$ cat src/rtl/md5c_pkg.sv
package md5c_pkg;

    localparam int STEPS     = 64;
    localparam int STEP_W    = $clog2(STEPS);
    localparam int WORD_W    = 32;
    localparam int BLOCK_W   = 512;
    localparam int DIGEST_W  = 128;
    localparam int MSG_WORDS = BLOCK_W / WORD_W;
    localparam int MIDX_W    = $clog2(MSG_WORDS);

    // Starting fingerprint, word A in the low 32 bits.
    localparam logic [DIGEST_W-1:0] FP_INIT =
        128'h10325476_98badcfe_efcdab89_67452301;

    function automatic logic [WORD_W-1:0] step_const(input logic [STEP_W-1:0] s);
        case (s)
            6'd0:  step_const = 32'hd76aa478;  6'd1:  step_const = 32'he8c7b756;
            6'd2:  step_const = 32'h242070db;  6'd3:  step_const = 32'hc1bdceee;
            6'd4:  step_const = 32'hf57c0faf;  6'd5:  step_const = 32'h4787c62a;
            6'd6:  step_const = 32'ha8304613;  6'd7:  step_const = 32'hfd469501;
            6'd8:  step_const = 32'h698098d8;  6'd9:  step_const = 32'h8b44f7af;
            6'd10: step_const = 32'hffff5bb1;  6'd11: step_const = 32'h895cd7be;
            6'd12: step_const = 32'h6b901122;  6'd13: step_const = 32'hfd987193;
            6'd14: step_const = 32'ha679438e;  6'd15: step_const = 32'h49b40821;
            6'd16: step_const = 32'hf61e2562;  6'd17: step_const = 32'hc040b340;
            6'd18: step_const = 32'h265e5a51;  6'd19: step_const = 32'he9b6c7aa;
            6'd20: step_const = 32'hd62f105d;  6'd21: step_const = 32'h02441453;
            6'd22: step_const = 32'hd8a1e681;  6'd23: step_const = 32'he7d3fbc8;
            6'd24: step_const = 32'h21e1cde6;  6'd25: step_const = 32'hc33707d6;
            6'd26: step_const = 32'hf4d50d87;  6'd27: step_const = 32'h455a14ed;
            6'd28: step_const = 32'ha9e3e905;  6'd29: step_const = 32'hfcefa3f8;
            6'd30: step_const = 32'h676f02d9;  6'd31: step_const = 32'h8d2a4c8a;
            6'd32: step_const = 32'hfffa3942;  6'd33: step_const = 32'h8771f681;
            6'd34: step_const = 32'h6d9d6122;  6'd35: step_const = 32'hfde5380c;
            6'd36: step_const = 32'ha4beea44;  6'd37: step_const = 32'h4bdecfa9;
            6'd38: step_const = 32'hf6bb4b60;  6'd39: step_const = 32'hbebfbc70;
            6'd40: step_const = 32'h289b7ec6;  6'd41: step_const = 32'heaa127fa;
            6'd42: step_const = 32'hd4ef3085;  6'd43: step_const = 32'h04881d05;
            6'd44: step_const = 32'hd9d4d039;  6'd45: step_const = 32'he6db99e5;
            6'd46: step_const = 32'h1fa27cf8;  6'd47: step_const = 32'hc4ac5665;
            6'd48: step_const = 32'hf4292244;  6'd49: step_const = 32'h432aff97;
            6'd50: step_const = 32'hab9423a7;  6'd51: step_const = 32'hfc93a039;
            6'd52: step_const = 32'h655b59c3;  6'd53: step_const = 32'h8f0ccc92;
            6'd54: step_const = 32'hffeff47d;  6'd55: step_const = 32'h85845dd1;
            6'd56: step_const = 32'h6fa87e4f;  6'd57: step_const = 32'hfe2ce6e0;
            6'd58: step_const = 32'ha3014314;  6'd59: step_const = 32'h4e0811a1;
            6'd60: step_const = 32'hf7537e82;  6'd61: step_const = 32'hbd3af235;
            6'd62: step_const = 32'h2ad7d2bb;  default: step_const = 32'heb86d391;
        endcase
    endfunction

    // Rotation amount: depends on the round and the step position modulo 4.
    function automatic logic [4:0] rot_amount(input logic [STEP_W-1:0] s);
        case ({s[5:4], s[1:0]})
            4'h0: rot_amount = 5'd7;   4'h1: rot_amount = 5'd12;
            4'h2: rot_amount = 5'd17;  4'h3: rot_amount = 5'd22;
            4'h4: rot_amount = 5'd5;   4'h5: rot_amount = 5'd9;
            4'h6: rot_amount = 5'd14;  4'h7: rot_amount = 5'd20;
            4'h8: rot_amount = 5'd4;   4'h9: rot_amount = 5'd11;
            4'ha: rot_amount = 5'd16;  4'hb: rot_amount = 5'd23;
            4'hc: rot_amount = 5'd6;   4'hd: rot_amount = 5'd10;
            4'he: rot_amount = 5'd15;  default: rot_amount = 5'd21;
        endcase
    endfunction

    // Message word visited by a step, arithmetic modulo 16.
    function automatic logic [MIDX_W-1:0] word_pick(input logic [STEP_W-1:0] s);
        logic [MIDX_W-1:0] p;
        p = s[MIDX_W-1:0];
        case (s[5:4])
            2'd0:    word_pick = p;
            2'd1:    word_pick = MIDX_W'(p * 4'd5 + 4'd1);
            2'd2:    word_pick = MIDX_W'(p * 4'd3 + 4'd5);
            default: word_pick = MIDX_W'(p * 4'd7);
        endcase
    endfunction

    function automatic logic [WORD_W-1:0] mix_fn(input logic [1:0] rnd,
                                                 input logic [WORD_W-1:0] x,
                                                 input logic [WORD_W-1:0] y,
                                                 input logic [WORD_W-1:0] z);
        case (rnd)
            2'd0:    mix_fn = (x & y) | (~x & z);
            2'd1:    mix_fn = (z & x) | (~z & y);
            2'd2:    mix_fn = x ^ y ^ z;
            default: mix_fn = y ^ (x | ~z);
        endcase
    endfunction

    function automatic logic [WORD_W-1:0] rotl32(input logic [WORD_W-1:0] v,
                                                 input logic [4:0] n);
        logic [2*WORD_W-1:0] w;
        w = {v, v} << n;
        rotl32 = w[2*WORD_W-1:WORD_W];
    endfunction

endpackage

$ cat src/rtl/md5c_step_ctl.sv
module md5c_step_ctl
    import md5c_pkg::*;
#(
    parameter int SUB = 1
) (
    input  logic              clk,
    input  logic              rst_n,
    input  logic              start_i,
    output logic              busy_o,
    output logic [STEP_W-1:0] step_o,
    output logic [((SUB > 1) ? $clog2(SUB) : 1)-1:0] sub_o,
    output logic              commit_o,
    output logic              last_o
);
    localparam int SUB_W = (SUB > 1) ? $clog2(SUB) : 1;

    typedef struct packed {
        logic              busy;
        logic [STEP_W-1:0] step;
        logic [SUB_W-1:0]  sub;
    } ctl_t;

    ctl_t ctl_d, ctl_q;

    assign busy_o   = ctl_q.busy;
    assign step_o   = ctl_q.step;
    assign sub_o    = ctl_q.sub;
    assign commit_o = ctl_q.busy && (ctl_q.sub == SUB_W'(SUB - 1));
    assign last_o   = commit_o && (ctl_q.step == STEP_W'(STEPS - 1));

    always_comb begin
        ctl_d = ctl_q;
        if (!ctl_q.busy) begin
            if (start_i) begin
                ctl_d.busy = 1'b1;
                ctl_d.step = '0;
                ctl_d.sub  = '0;
            end
        end else if (commit_o) begin
            ctl_d.sub = '0;
            if (last_o) begin
                ctl_d.busy = 1'b0;
            end else begin
                ctl_d.step = ctl_q.step + 1'b1;
            end
        end else begin
            ctl_d.sub = ctl_q.sub + 1'b1;
        end
    end

    always_ff @(posedge clk or negedge rst_n) begin
        if (!rst_n) begin
            ctl_q <= '0;
        end else begin
            ctl_q <= ctl_d;
        end
    end
endmodule

$ cat src/rtl/md5c_msg_sel.sv
module md5c_msg_sel
    import md5c_pkg::*;
(
    input  logic [BLOCK_W-1:0] blk_i,
    input  logic [STEP_W-1:0]  step_i,
    output logic [WORD_W-1:0]  word_o
);
    logic [MIDX_W-1:0] idx;

    always_comb begin
        idx    = word_pick(step_i);
        word_o = blk_i[idx*WORD_W +: WORD_W];
    end
endmodule

$ cat src/rtl/md5c_round_fn.sv
module md5c_round_fn
    import md5c_pkg::*;
#(
    parameter bit MULTI_CYCLE = 1'b0,
    parameter int SUB_W       = 1
) (
    input  logic [STEP_W-1:0] step_i,
    input  logic [SUB_W-1:0]  sub_i,
    input  logic [WORD_W-1:0] a_i,
    input  logic [WORD_W-1:0] b_i,
    input  logic [WORD_W-1:0] c_i,
    input  logic [WORD_W-1:0] d_i,
    input  logic [WORD_W-1:0] m_i,
    input  logic [WORD_W-1:0] tmp_i,
    output logic [WORD_W-1:0] tmp_o,
    output logic [WORD_W-1:0] b_new_o
);
    logic [WORD_W-1:0] f_val;
    logic [WORD_W-1:0] k_val;
    logic [4:0]        r_amt;

    always_comb begin
        f_val = mix_fn(step_i[5:4], b_i, c_i, d_i);
        k_val = step_const(step_i);
        r_amt = rot_amount(step_i);
    end

    generate
        if (MULTI_CYCLE) begin : g_split
            // Five sub-stages, one adder or the rotator between registers.
            always_comb begin
                tmp_o   = tmp_i;
                b_new_o = b_i + tmp_i;
                case (sub_i)
                    SUB_W'(0): tmp_o = a_i + k_val;
                    SUB_W'(1): tmp_o = tmp_i + m_i;
                    SUB_W'(2): tmp_o = tmp_i + f_val;
                    SUB_W'(3): tmp_o = rotl32(tmp_i, r_amt);
                    default:   tmp_o = tmp_i;
                endcase
            end
        end else begin : g_whole
            logic [WORD_W-1:0] sum_all;
            always_comb begin
                sum_all = a_i + f_val + k_val + m_i;
                b_new_o = b_i + rotl32(sum_all, r_amt);
                tmp_o   = (sub_i == '0) ? tmp_i : '0;
            end
        end
    endgenerate
endmodule

$ cat src/rtl/md5c_core.sv
module md5c_core
    import md5c_pkg::*;
#(
    parameter bit MULTI_CYCLE = 1'b0
) (
    input  logic                clk,
    input  logic                rst_n,
    input  logic                init_i,
    input  logic                blk_valid_i,
    output logic                blk_ready_o,
    input  logic [BLOCK_W-1:0]  blk_i,
    output logic                dig_valid_o,
    output logic [DIGEST_W-1:0] digest_o
);
    localparam int SUB   = MULTI_CYCLE ? 5 : 1;
    localparam int SUB_W = (SUB > 1) ? $clog2(SUB) : 1;

    typedef struct packed {
        logic [WORD_W-1:0]   wa;
        logic [WORD_W-1:0]   wb;
        logic [WORD_W-1:0]   wc;
        logic [WORD_W-1:0]   wd;
        logic [WORD_W-1:0]   tmp;
        logic [DIGEST_W-1:0] fp;
        logic [BLOCK_W-1:0]  msg;
        logic                done;
    } core_t;

    core_t st_d, st_q;

    logic              busy;
    logic [STEP_W-1:0] step;
    logic [SUB_W-1:0]  sub;
    logic              commit;
    logic              last;
    logic              accept;
    logic [WORD_W-1:0] m_word;
    logic [WORD_W-1:0] tmp_nxt;
    logic [WORD_W-1:0] b_new;

    assign blk_ready_o = !busy && !init_i;
    assign accept      = blk_valid_i && blk_ready_o;
    assign dig_valid_o = st_q.done;
    assign digest_o    = st_q.fp;

    md5c_step_ctl #(.SUB(SUB)) i_ctl (
        .clk      (clk),
        .rst_n    (rst_n),
        .start_i  (accept),
        .busy_o   (busy),
        .step_o   (step),
        .sub_o    (sub),
        .commit_o (commit),
        .last_o   (last)
    );

    md5c_msg_sel i_sel (
        .blk_i  (st_q.msg),
        .step_i (step),
        .word_o (m_word)
    );

    md5c_round_fn #(.MULTI_CYCLE(MULTI_CYCLE), .SUB_W(SUB_W)) i_rnd (
        .step_i  (step),
        .sub_i   (sub),
        .a_i     (st_q.wa),
        .b_i     (st_q.wb),
        .c_i     (st_q.wc),
        .d_i     (st_q.wd),
        .m_i     (m_word),
        .tmp_i   (st_q.tmp),
        .tmp_o   (tmp_nxt),
        .b_new_o (b_new)
    );

    always_comb begin
        st_d      = st_q;
        st_d.done = 1'b0;
        if (!busy && init_i) begin
            st_d.fp = FP_INIT;
        end else if (accept) begin
            st_d.msg = blk_i;
            st_d.wa  = st_q.fp[31:0];
            st_d.wb  = st_q.fp[63:32];
            st_d.wc  = st_q.fp[95:64];
            st_d.wd  = st_q.fp[127:96];
            st_d.tmp = '0;
        end else if (busy) begin
            st_d.tmp = tmp_nxt;
            if (commit) begin
                st_d.wa  = st_q.wd;
                st_d.wb  = b_new;
                st_d.wc  = st_q.wb;
                st_d.wd  = st_q.wc;
                st_d.tmp = '0;
                if (last) begin
                    st_d.fp[31:0]   = st_q.fp[31:0]   + st_q.wd;
                    st_d.fp[63:32]  = st_q.fp[63:32]  + b_new;
                    st_d.fp[95:64]  = st_q.fp[95:64]  + st_q.wb;
                    st_d.fp[127:96] = st_q.fp[127:96] + st_q.wc;
                    st_d.done       = 1'b1;
                end
            end
        end
    end

    always_ff @(posedge clk or negedge rst_n) begin
        if (!rst_n) begin
            st_q    <= '0;
            st_q.fp <= FP_INIT;
        end else begin
            st_q <= st_d;
        end
    end
endmodule

$ cat config.mk
export PLATFORM = sky130hd
export DESIGN_NAME = md5c_core
export DESIGN_NICKNAME = d
export VERILOG_FILES = /design/src/rtl/md5c_pkg.sv /design/src/rtl/md5c_step_ctl.sv /design/src/rtl/md5c_msg_sel.sv /design/src/rtl/md5c_round_fn.sv /design/src/rtl/md5c_core.sv
export SDC_FILE = /design/constraint.sdc
export NUM_CORES = 2
export LEC_CHECK = 0
export CORE_AREA = 3 3 438 440
export CTS_CLUSTER_DIAMETER = 80
export CTS_CLUSTER_SIZE = 30
export DETAILED_ROUTE_END_ITERATION = 12
export DIE_AREA = 0 0 441 443
export PLACE_DENSITY = 0.47
export SYNTH_ARGS = -nofsm -noshare
export SYNTH_HDL_FRONTEND = slang
export SYNTH_HIERARCHICAL = 1
export SYNTH_SLANG_ARGS = --single-unit
$ cat constraint.sdc
create_clock -name clk -period 21.1 [get_ports clk]
set_input_delay 6.33 -clock clk [delete_from_list [all_inputs] [get_ports clk]]
set_output_delay 6.33 -clock clk [all_outputs]
set_load 0.005 [all_outputs]
==> impl_metrics.ini <==
[status]
status = finished, final reports clean

[route]
routed_via_density = 5.31
num_vias = 50700
drc_errors = 0
drtAntennaViolNets = 0
wl_per_cell_um = 25.8
dr.pass1.iters = 8
wirelength_mm = 246
drtIter0Drc = 5293

[timing]
grt_setup_unrepaired = false
relSlewSlack_pct = 16.4
finClkSkew_ns = 0.0280
fin_crit_ns = 13.86
finalSetupViolCount = 0
worst_pin_slew_ns = 1.25
setup_tns_ns = 0
max_freq_mhz = 72.1
slew_violations = 0
final_hold_viol_count = 0
finalCritPeriodShare_pct = 65.7

[cts]
htree_levels = 2
clk_pin_slew_ns = 0.08
cts_tree = done
cts_max_path_buffers = 3
root_buffer = clkbuf_16
post_cts_buffers = 0
cts_made_buffers = 60
clock_latency_ns = 0.77
post_cts_resized = 0
holdBufCountCts = 0
numClockSinks = 777

[setup_path]
path_class = input port to output port
r2r_slack_ns = 7.48
crit_path_max_fanout = 2
reg2regPathDepth = 53
crit_arrival_ns = 7.53
end_kind = output port
setup.worst_path.end = blk_ready_o
worstPathRequired_ns = 14.77
start_kind = input port
crit_path_start = init_i
rr_endpoint = digest_o[60]
regToRegStartpoint = i_ctl/step_o[1]

[synth]
syn_area_mm2 = 0.0532
ys_warn_count = 6
syn_nets = 7542
syn_avg_cell_area_um2 = 7.88
netlist_instances = 6743

[final_layout]
finalNetCount = 7780
drive_above_1_share_pct = 5.38
final_common_cell = nand2_1
fill_cells = 19800
design_area_mm2 = 0.0631
layout_common_cells = 2,214 x nand2_1, 709 x dfrtp_1, 644 x clkdlybuf4s50_1, 463 x a21oi_1, 364 x nor2_1
postLayoutCoreUtil_pct = 33.5
areaGrowthSynthToFinish_pct = 18.6

[global_route]
antenna_found_initial = 17
grt_max_degree = 216
grt_pass1_wl_mm = 354
grt_usage_pct = 24.4
grt_pass1_vias = 49300
overflow = 0

[die]
rows = 159
start_util_pct = 28.3
die_area_mm2 = 0.195
fp.dieH_um = 443
coreArea_mm2 = 0.188
ios = 646
die_w_um = 441

[worst_hold_path]
hp-class = flop to flop
hold_start = st_q[371]

[placement]
port_buffers = 645
gp_congestion = 0.933
postPlaceCellArea_mm2 = 0.0608
dp_hpwl_mm = 183

[run]
cap_violations = 0
## critical path, stage by stage
cell,delay (ns)
clkdlybuf4s50_1,0.42
nor2_1,0.23
clkdlybuf4s50_1,0.55
## metrics by stage
| step | hold slack [ns] | cells | worst slack, ns |
|---|---|---|---|
| finish | 0.480 | 9537 | 7.24 |
| global route | 0.496 | 9532 | 6.71 |
| CTS | 0.482 | 9527 | 7.23 |
| detailed placement | 0.461 | 9414 | 7.23 |
| global placement | 0.457 | 9414 | 7.23 |
| floorplan | 0.445 | 6743 | 8.30 |
## layout make-up
type | count | area (µm²) | area share, %
multi-input cells | 5179 | 30100 | 47.7
inverters | 229 | 868 | 1.38
diodes | 10 | 25.0 | 0.0397
well taps | 2495 | 3120 | 4.95
clock inverters | 49 | 692 | 1.10
repair buffers | 734 | 7220 | 11.4
clock buffers | 64 | 1540 | 2.44
flip-flops and latches | 777 | 19500 | 31.0
## layer usage
metal  global-route usage [%]  vias to the layer above  wire length, µm
li1                         -                    23600                -
met1                     33.3                    25100           109000
met2                     39.2                     1625           114000
met3                     2.70                      275            12300
met4                     9.67                       12            10600
met5                        0                        -              102
## how the worst min path moves through the flow
stage	endpoint	slack (ns)	cells past startpoint
floorplan	st_q[10]	0.44	2
global placement	st_q[274]	0.46	2
detailed placement	st_q[336]	0.46	2
CTS	st_q[74]	0.48	2
global route	st_q[36]	0.50	2
finish	st_q[371]	0.48	2
## state kept, by name, summed over array words and instances, names as in the netlist
signal        count
st_q            640
i_ctl/busy_o      1
digest_o        128
i_ctl/sub_o       1
dig_valid_o       1
i_ctl/step_o      6
Power is left out: the tool's default activity adds up to more than one toggle a clock period on the data nets, which glitch-free logic cannot reach.
